### config.mk
export PLATFORM = sky130hd
export DESIGN_NAME = trace_ring_store
export DESIGN_NICKNAME = d
export VERILOG_FILES = /design/src/rtl/trb_pkg.sv /design/src/rtl/trb_ram.sv /design/src/rtl/trb_store_ctrl.sv /design/src/rtl/trb_read_ctrl.sv /design/src/rtl/trace_ring_store.sv
export SDC_FILE = /design/constraint.sdc
export NUM_CORES = 2
export LEC_CHECK = 0
export CORE_MARGIN = 3
export CORE_UTILIZATION = 58
export CTS_CLUSTER_SIZE = 14
export DETAILED_ROUTE_END_ITERATION = 8
export GPL_ROUTABILITY_DRIVEN = 0
export PLACE_DENSITY = 0.74
export REMOVE_ABC_BUFFERS = 1
export SLEW_MARGIN = 30
export SYNTH_ARGS = -nofsm -noshare
export SYNTH_HDL_FRONTEND = slang
export SYNTH_SLANG_ARGS = --single-unit
### constraint.sdc
create_clock -name clk -period 6.93 [get_ports clk]
set_clock_uncertainty 0.2 [all_clocks]
set_input_delay 1.7325 -clock clk [delete_from_list [all_inputs] [get_ports clk]]
set_output_delay 1.7325 -clock clk [all_outputs]
set_load 0.02 [all_outputs]
### src/rtl/trb_pkg.sv
package trb_pkg;
  localparam int TRB_DEPTH  = 64;
  localparam int TRB_LINE_W = 64;
  localparam int TRB_WORD_W = 16;

  typedef enum logic {
    SRC_COPRO = 1'b0,
    SRC_CPU   = 1'b1
  } trb_src_e;
endpackage

### src/rtl/trb_ram.sv
module trb_ram #(
  parameter int DEPTH  = 64,
  parameter int LINE_W = 64,
  localparam int PTR_W = $clog2(DEPTH)
) (
  input  logic              clk,
  input  logic              we_i,
  input  logic [PTR_W-1:0]  waddr_i,
  input  logic [LINE_W-1:0] wdata_i,
  input  logic [PTR_W-1:0]  raddr_i,
  output logic [LINE_W-1:0] rdata_o
);
  logic [LINE_W-1:0] mem [DEPTH];

  always_ff @(posedge clk) begin
    if (we_i) mem[waddr_i] <= wdata_i;
  end

  assign rdata_o = mem[raddr_i];
endmodule

### src/rtl/trb_store_ctrl.sv
module trb_store_ctrl
  import trb_pkg::*;
#(
  parameter int DEPTH  = 64,
  localparam int PTR_W = $clog2(DEPTH),
  localparam int CNT_W = $clog2(DEPTH) + 1
) (
  input  logic             clk,
  input  logic             rst_n,
  input  logic             clear_i,
  input  logic             tracing_i,
  input  logic             store_i,
  input  trb_src_e         src_i,
  input  logic             bgnd_i,
  output logic             we_o,
  output logic [PTR_W-1:0] wptr_o,
  output logic [CNT_W-1:0] count_o
);
  localparam logic [CNT_W-1:0] FULL      = CNT_W'(DEPTH);
  localparam logic [PTR_W-1:0] LAST_LINE = PTR_W'(DEPTH - 1);

  function automatic logic [CNT_W-1:0] sat_inc(input logic [CNT_W-1:0] c);
    return (c >= FULL) ? FULL : c + 1'b1;
  endfunction

  function automatic logic [PTR_W-1:0] ring_next(input logic [PTR_W-1:0] p);
    return (p == LAST_LINE) ? '0 : p + 1'b1;
  endfunction

  logic src_blocked;
  assign src_blocked = (src_i == SRC_CPU) && bgnd_i;
  assign we_o        = tracing_i && !clear_i && store_i && !src_blocked;

  always_ff @(posedge clk) begin
    if (!rst_n) begin
      wptr_o  <= '0;
      count_o <= '0;
    end else if (clear_i) begin
      wptr_o  <= '0;
      count_o <= '0;
    end else if (we_o) begin
      wptr_o  <= ring_next(wptr_o);
      count_o <= sat_inc(count_o);
    end
  end

  assert_count_bound_R4: assert property (@(posedge clk) disable iff (!rst_n)
    count_o <= FULL);
  assert_count_step_R4: assert property (@(posedge clk) disable iff (!rst_n)
    (we_o && count_o < FULL) |=> count_o == $past(count_o) + 1'b1);
  assert_count_hold_R4: assert property (@(posedge clk) disable iff (!rst_n)
    (!we_o && !clear_i) |=> $stable(count_o));
  assert_cpu_blocked_R5: assert property (@(posedge clk) disable iff (!rst_n)
    (store_i && src_i == SRC_CPU && bgnd_i) |-> !we_o);
  assert_wrap_R3: assert property (@(posedge clk) disable iff (!rst_n)
    (we_o && wptr_o == LAST_LINE) |=> wptr_o == '0);
endmodule

### src/rtl/trb_read_ctrl.sv
module trb_read_ctrl #(
  parameter int DEPTH = 64,
  parameter int WPL   = 4,
  localparam int PTR_W = $clog2(DEPTH),
  localparam int CNT_W = $clog2(DEPTH) + 1,
  localparam int IDX_W = (WPL > 1) ? $clog2(WPL) : 1
) (
  input  logic             clk,
  input  logic             rst_n,
  input  logic             clear_i,
  input  logic             load_i,
  input  logic             armed_i,
  input  logic             rd_i,
  input  logic [CNT_W-1:0] count_i,
  input  logic [PTR_W-1:0] wptr_i,
  output logic [PTR_W-1:0] rptr_o,
  output logic [IDX_W-1:0] widx_o
);
  localparam logic [CNT_W-1:0] FULL      = CNT_W'(DEPTH);
  localparam logic [PTR_W-1:0] LAST_LINE = PTR_W'(DEPTH - 1);
  localparam logic [IDX_W-1:0] LAST_WORD = IDX_W'(WPL - 1);

  function automatic logic [PTR_W-1:0] oldest_line(input logic [CNT_W-1:0] c,
                                                   input logic [PTR_W-1:0] w);
    return (c >= FULL) ? w : '0;
  endfunction

  function automatic logic [PTR_W-1:0] line_next(input logic [PTR_W-1:0] p);
    return (p == LAST_LINE) ? '0 : p + 1'b1;
  endfunction

  logic step, line_done;
  assign step      = rd_i && !armed_i && !load_i;
  assign line_done = step && (widx_o == LAST_WORD);

  always_ff @(posedge clk) begin
    if (!rst_n) begin
      rptr_o <= '0;
      widx_o <= '0;
    end else if (clear_i) begin
      rptr_o <= '0;
      widx_o <= '0;
    end else if (load_i) begin
      rptr_o <= oldest_line(count_i, wptr_i);
      widx_o <= '0;
    end else if (line_done) begin
      rptr_o <= line_next(rptr_o);
      widx_o <= '0;
    end else if (step) begin
      widx_o <= widx_o + 1'b1;
    end
  end

  assert_armed_hold_R9: assert property (@(posedge clk) disable iff (!rst_n)
    (armed_i && !clear_i) |=> $stable(rptr_o) && $stable(widx_o));
  assert_line_adv_R8: assert property (@(posedge clk) disable iff (!rst_n)
    line_done |=> widx_o == '0 && rptr_o == line_next($past(rptr_o)));
  assert_word_adv_R7: assert property (@(posedge clk) disable iff (!rst_n)
    (step && !line_done) |=> $stable(rptr_o) && widx_o == $past(widx_o) + 1'b1);
  assert_load_partial_R10: assert property (@(posedge clk) disable iff (!rst_n)
    (load_i && count_i < FULL) |=> rptr_o == '0 && widx_o == '0);
endmodule

### src/rtl/trace_ring_store.sv
module trace_ring_store
  import trb_pkg::*;
#(
  parameter int DEPTH  = TRB_DEPTH,
  parameter int LINE_W = TRB_LINE_W,
  parameter int WORD_W = TRB_WORD_W,
  localparam int PTR_W = $clog2(DEPTH),
  localparam int CNT_W = $clog2(DEPTH) + 1,
  localparam int WPL   = LINE_W / WORD_W,
  localparam int IDX_W = (WPL > 1) ? $clog2(WPL) : 1
) (
  input  logic              clk,
  input  logic              rst_n,
  input  logic              arm_i,
  input  logic              store_i,
  input  logic              src_cpu_i,
  input  logic              bgnd_i,
  input  logic [LINE_W-1:0] rec_i,
  input  logic              rd_i,
  output logic [WORD_W-1:0] rd_data_o,
  output logic [CNT_W-1:0]  count_o
);
  function automatic logic [WORD_W-1:0] pick_word(input logic [LINE_W-1:0] line,
                                                  input logic [IDX_W-1:0] idx);
    return line[idx*WORD_W +: WORD_W];
  endfunction

  logic arm_q;
  always_ff @(posedge clk) begin
    if (!rst_n) arm_q <= 1'b0;
    else        arm_q <= arm_i;
  end

  logic arm_rise, arm_fall, tracing;
  assign arm_rise = arm_i && !arm_q;
  assign arm_fall = !arm_i && arm_q;
  assign tracing  = arm_i && arm_q;

  logic              we;
  logic [PTR_W-1:0]  wptr, rptr;
  logic [IDX_W-1:0]  widx;
  logic [LINE_W-1:0] rd_line;

  trb_store_ctrl #(.DEPTH(DEPTH)) u_store (
    .clk       (clk),
    .rst_n     (rst_n),
    .clear_i   (arm_rise),
    .tracing_i (tracing),
    .store_i   (store_i),
    .src_i     (trb_src_e'(src_cpu_i)),
    .bgnd_i    (bgnd_i),
    .we_o      (we),
    .wptr_o    (wptr),
    .count_o   (count_o)
  );

  trb_ram #(.DEPTH(DEPTH), .LINE_W(LINE_W)) u_ram (
    .clk     (clk),
    .we_i    (we),
    .waddr_i (wptr),
    .wdata_i (rec_i),
    .raddr_i (rptr),
    .rdata_o (rd_line)
  );

  trb_read_ctrl #(.DEPTH(DEPTH), .WPL(WPL)) u_read (
    .clk     (clk),
    .rst_n   (rst_n),
    .clear_i (arm_rise),
    .load_i  (arm_fall),
    .armed_i (arm_i),
    .rd_i    (rd_i),
    .count_i (count_o),
    .wptr_i  (wptr),
    .rptr_o  (rptr),
    .widx_o  (widx)
  );

  assign rd_data_o = arm_i ? '0 : pick_word(rd_line, widx);

  assert_arm_clears_R2: assert property (@(posedge clk) disable iff (!rst_n)
    arm_rise |=> count_o == '0);
  assert_disarmed_store_R6: assert property (@(posedge clk) disable iff (!rst_n)
    !arm_i |=> $stable(count_o));
  assert_no_write_armed_read_R9: assert property (@(posedge clk) disable iff (!rst_n)
    we |-> arm_i);
endmodule

==> results.toml <==
[detailed_routing]
num_vias = 82800
antenna_left = 0
drcViolationCount = 0
drtPass1Iterations = 8
drt_iter0_markers = 14300
vias_per_cell = 7.24
wl_per_cell_um = 39.2
drt-total-wl_mm = 447

[worst_setup_path]
critPathArrivalTime_ps = 5060
cp-start-kind = "flip-flop"
cp_max_fo = 41
worstSetupPathType = "flip-flop to primary output"
ff2ff_path_depth = 7
crit_required_ps = 5000
end_kind = "primary output"

[run_status]
status = "complete, but fails checks"
violations = "negative setup slack"

[global_routing]
grt_pass1_vias = 81100
grt_pass1_wl_mm = 624
antenna_found_initial = 29
grt_overflow = 0
grtUsageTotal_pct = 32.0
grt_max_degree = 105

[placement]
hpwl_mm = 229
dpl_worst_slack_ps = 309
placed_area_sq_um = 165000
dpl.cell_count = 10700
io_buffers = 93

[finish]
ff_latch_area_sq_um = 124000
multi_input_area_sq_um = 32600
drive_gt1_share_pct = 24.7
stdcell_count = 11400
fin_nets = 7576
design_area_sq_um = 178000
area_delta_synth_final_pct = 12.3
fillerInstances = 16700

[synthesis]
yosys-top-cells-area = "edfxtp_1 78%, mux4_2 12%, mux2i_1 3.1%, o221ai_1 1.1%, o22ai_1 0.47%"
yosysTopAreaCellShare_pct = 77.6
synth_edf_count = 4096
yosys_warnings = 0
netlist_area_sq_um = 159000
ys_dominant_reg_cell = "edfxtp_1"
synthCells = 7081
ys_seq_elements = 4124
synth-seq-area-share_pct = 77.9
yosysTopAreaCell = "edfxtp_1"
synthArstFlopShare_pct = 0
synth.distinct_cells = 64
synth.avg_cell_area_sq_um = 22.4

[clock_tree]
htree_levels = 5
clock-sinks = 4124
cts_buffer_depth = 4
hold_buffers = 0
worstSkewPairLatency_ps = 980
numCtsBuffers = 401
cts_root_buf = "clkbuf_16"
tritoncts = "done"
path_clk_slew_ps = 60

[sta]
finalSetupViolCount = 1
drv_slew = 0
slew_headroom_pct = 26.3
fmax_ghz = 0.143
finalHoldViolations = 0
worst_pin_slew_ps = 1110
setup_tns_ps = -66.7
fin_crit_ps = 7000
rsz0062_at_grt = "false"
setup_ws_ps = -66.7
post-route-period-util_pct = 101

[floorplanning]
die_x_um = 529
start_util_pct = 58.4
rows = 191
io_pins = 94
die_area_sq_um = 280000
coreArea_sq_um = 271000
die_h_um = 529

[power]
powerDensity_nw_per_um2 = 282
vdd_drop_max_mv = 0.210
p_leak_uw = 0.0535
power_uw = 50200

[hold_path]
hp-class = "flip-flop to flip-flop"
hold_depth = 2

[run]
drv_cap = 0
## Yosys cell counts, types with 16 or more instances
cell / instances
nor3_1: 109
a22oi_1: 19
nor2b_1: 16
a2111oi_0: 16
dfxtp_1: 28
and3_1: 16
o21ai_0: 81
clkbuf_1: 125
mux2i_1: 486
a21oi_1: 105
nand3_1: 29
mux2_2: 16
edfxtp_1: 4096
buf_2: 91
buf_6: 65
o221ai_1: 196
nor2_1: 110
buf_8: 33
o22ai_1: 120
buf_12: 20
mux4_2: 874
buf_4: 41
a211oi_1: 29
nand2_1: 134
buf_1: 21
## registers in the layout (all words and copies together) (netlist names), named ones only
name / count
u_ram.mem: 4096
u_read.rptr_o: 6
u_read.widx_o: 2
u_store.count_o: 7
arm_q: 1
u_store.wptr_o: 6
## metal layers
layer / global-route usage, % / up-vias / wire (um)
met2: 47.3 / 7077 / 203000
li1: - / 31200 / -
met5: 0 / - / 189
met3: 9.62 / 1217 / 67100
met1: 44.9 / 43300 / 155000
met4: 13.4 / 8 / 21600
## area by class of cell
type                       instances  area share, %
tap                             3570           2.51
clock buffer                     503           5.97
antenna                           21         0.0295
sequential                      4124           69.4
timing repair buffer             414           2.53
clock inverter                   237           1.21
inverter                           8         0.0225
multi-input combinational       2551           18.3
## worst max-delay path: stages, from the launching register on
cell	delay, ps
dfxtp_4	700
inv_8	250
buf_12	300
nor3b_2	540
buf_4	410
a31oi_1	170
a22oi_1	600
or4_1	470
o21ai_1	280
buf_12	210
## logic make-up (layout without fill, tap and decap cells)
logic type	count (synthesis)	count (layout)	synth area share [%]
AND/OR/NAND/NOR	492	492	1.47
XOR/XNOR	12	12	0.0663
AO/OA/AOI/OAI	658	658	2.91
flip-flops	4124	4124	77.9
buffers and inverters	406	1162	1.88
adder cells (fa/ha/maj)	5	5	0.0394
multiplexers	1384	1384	15.7
other	0	21	0
## repair_timing
item	CTS	global route
buffers inserted	1	4
endpoints found under the setup margin	2	1
hold endpoints to repair	0	0
gates resized for setup	2	1
## power by group
| group | internal (uW) | switching, uW |
|---|---|---|
| logic | 494 | 960 |
| registers | 27400 | 12.6 |
| clock network | 12100 | 9310 |
## per-stage QoR
step | util (%) | hold WS [ps]
after floorplan | - | 292
after global placement | 60.7 | 280
after detailed placement | 60.7 | 307
after CTS | 65.5 | 321
after global routing | 65.6 | 372
final | 65.6 | 329
## layout by cell type, fill, tap and decap left out, drive strengths merged, types with 14 or more instances in the layout
master,count
clkbuf,503
o21ai,94
o221ai,197
and3,16
a22oi,19
a2111oi,16
buf,401
a32oi,14
diode,21
nand3,30
dfxtp,28
nand4,14
mux4,882
nor2b,16
edfxtp,4096
nor3,110
mux2,16
nor2,110
bufinv,31
clkinv,187
mux2i,486
o22ai,120
a21oi,105
a31oi,14
nand2,134
inv,17
a211oi,29
## final timing paths
kind	startpoint	endpoint	slack, ps
setup / recovery	flip-flop	rd_data_o[5]	-70
setup reg to reg	arm_q$_SDFF_PN0_	u_ram.mem[33][54]$_DFFE_PP_	2970
hold / removal	u_read.rptr_o[1]$_SDFFE_PP0N_	flip-flop	330
hold reg to reg	u_read.rptr_o[1]$_SDFFE_PP0N_	flip-flop	330
(Power assumes the default switching activity.)
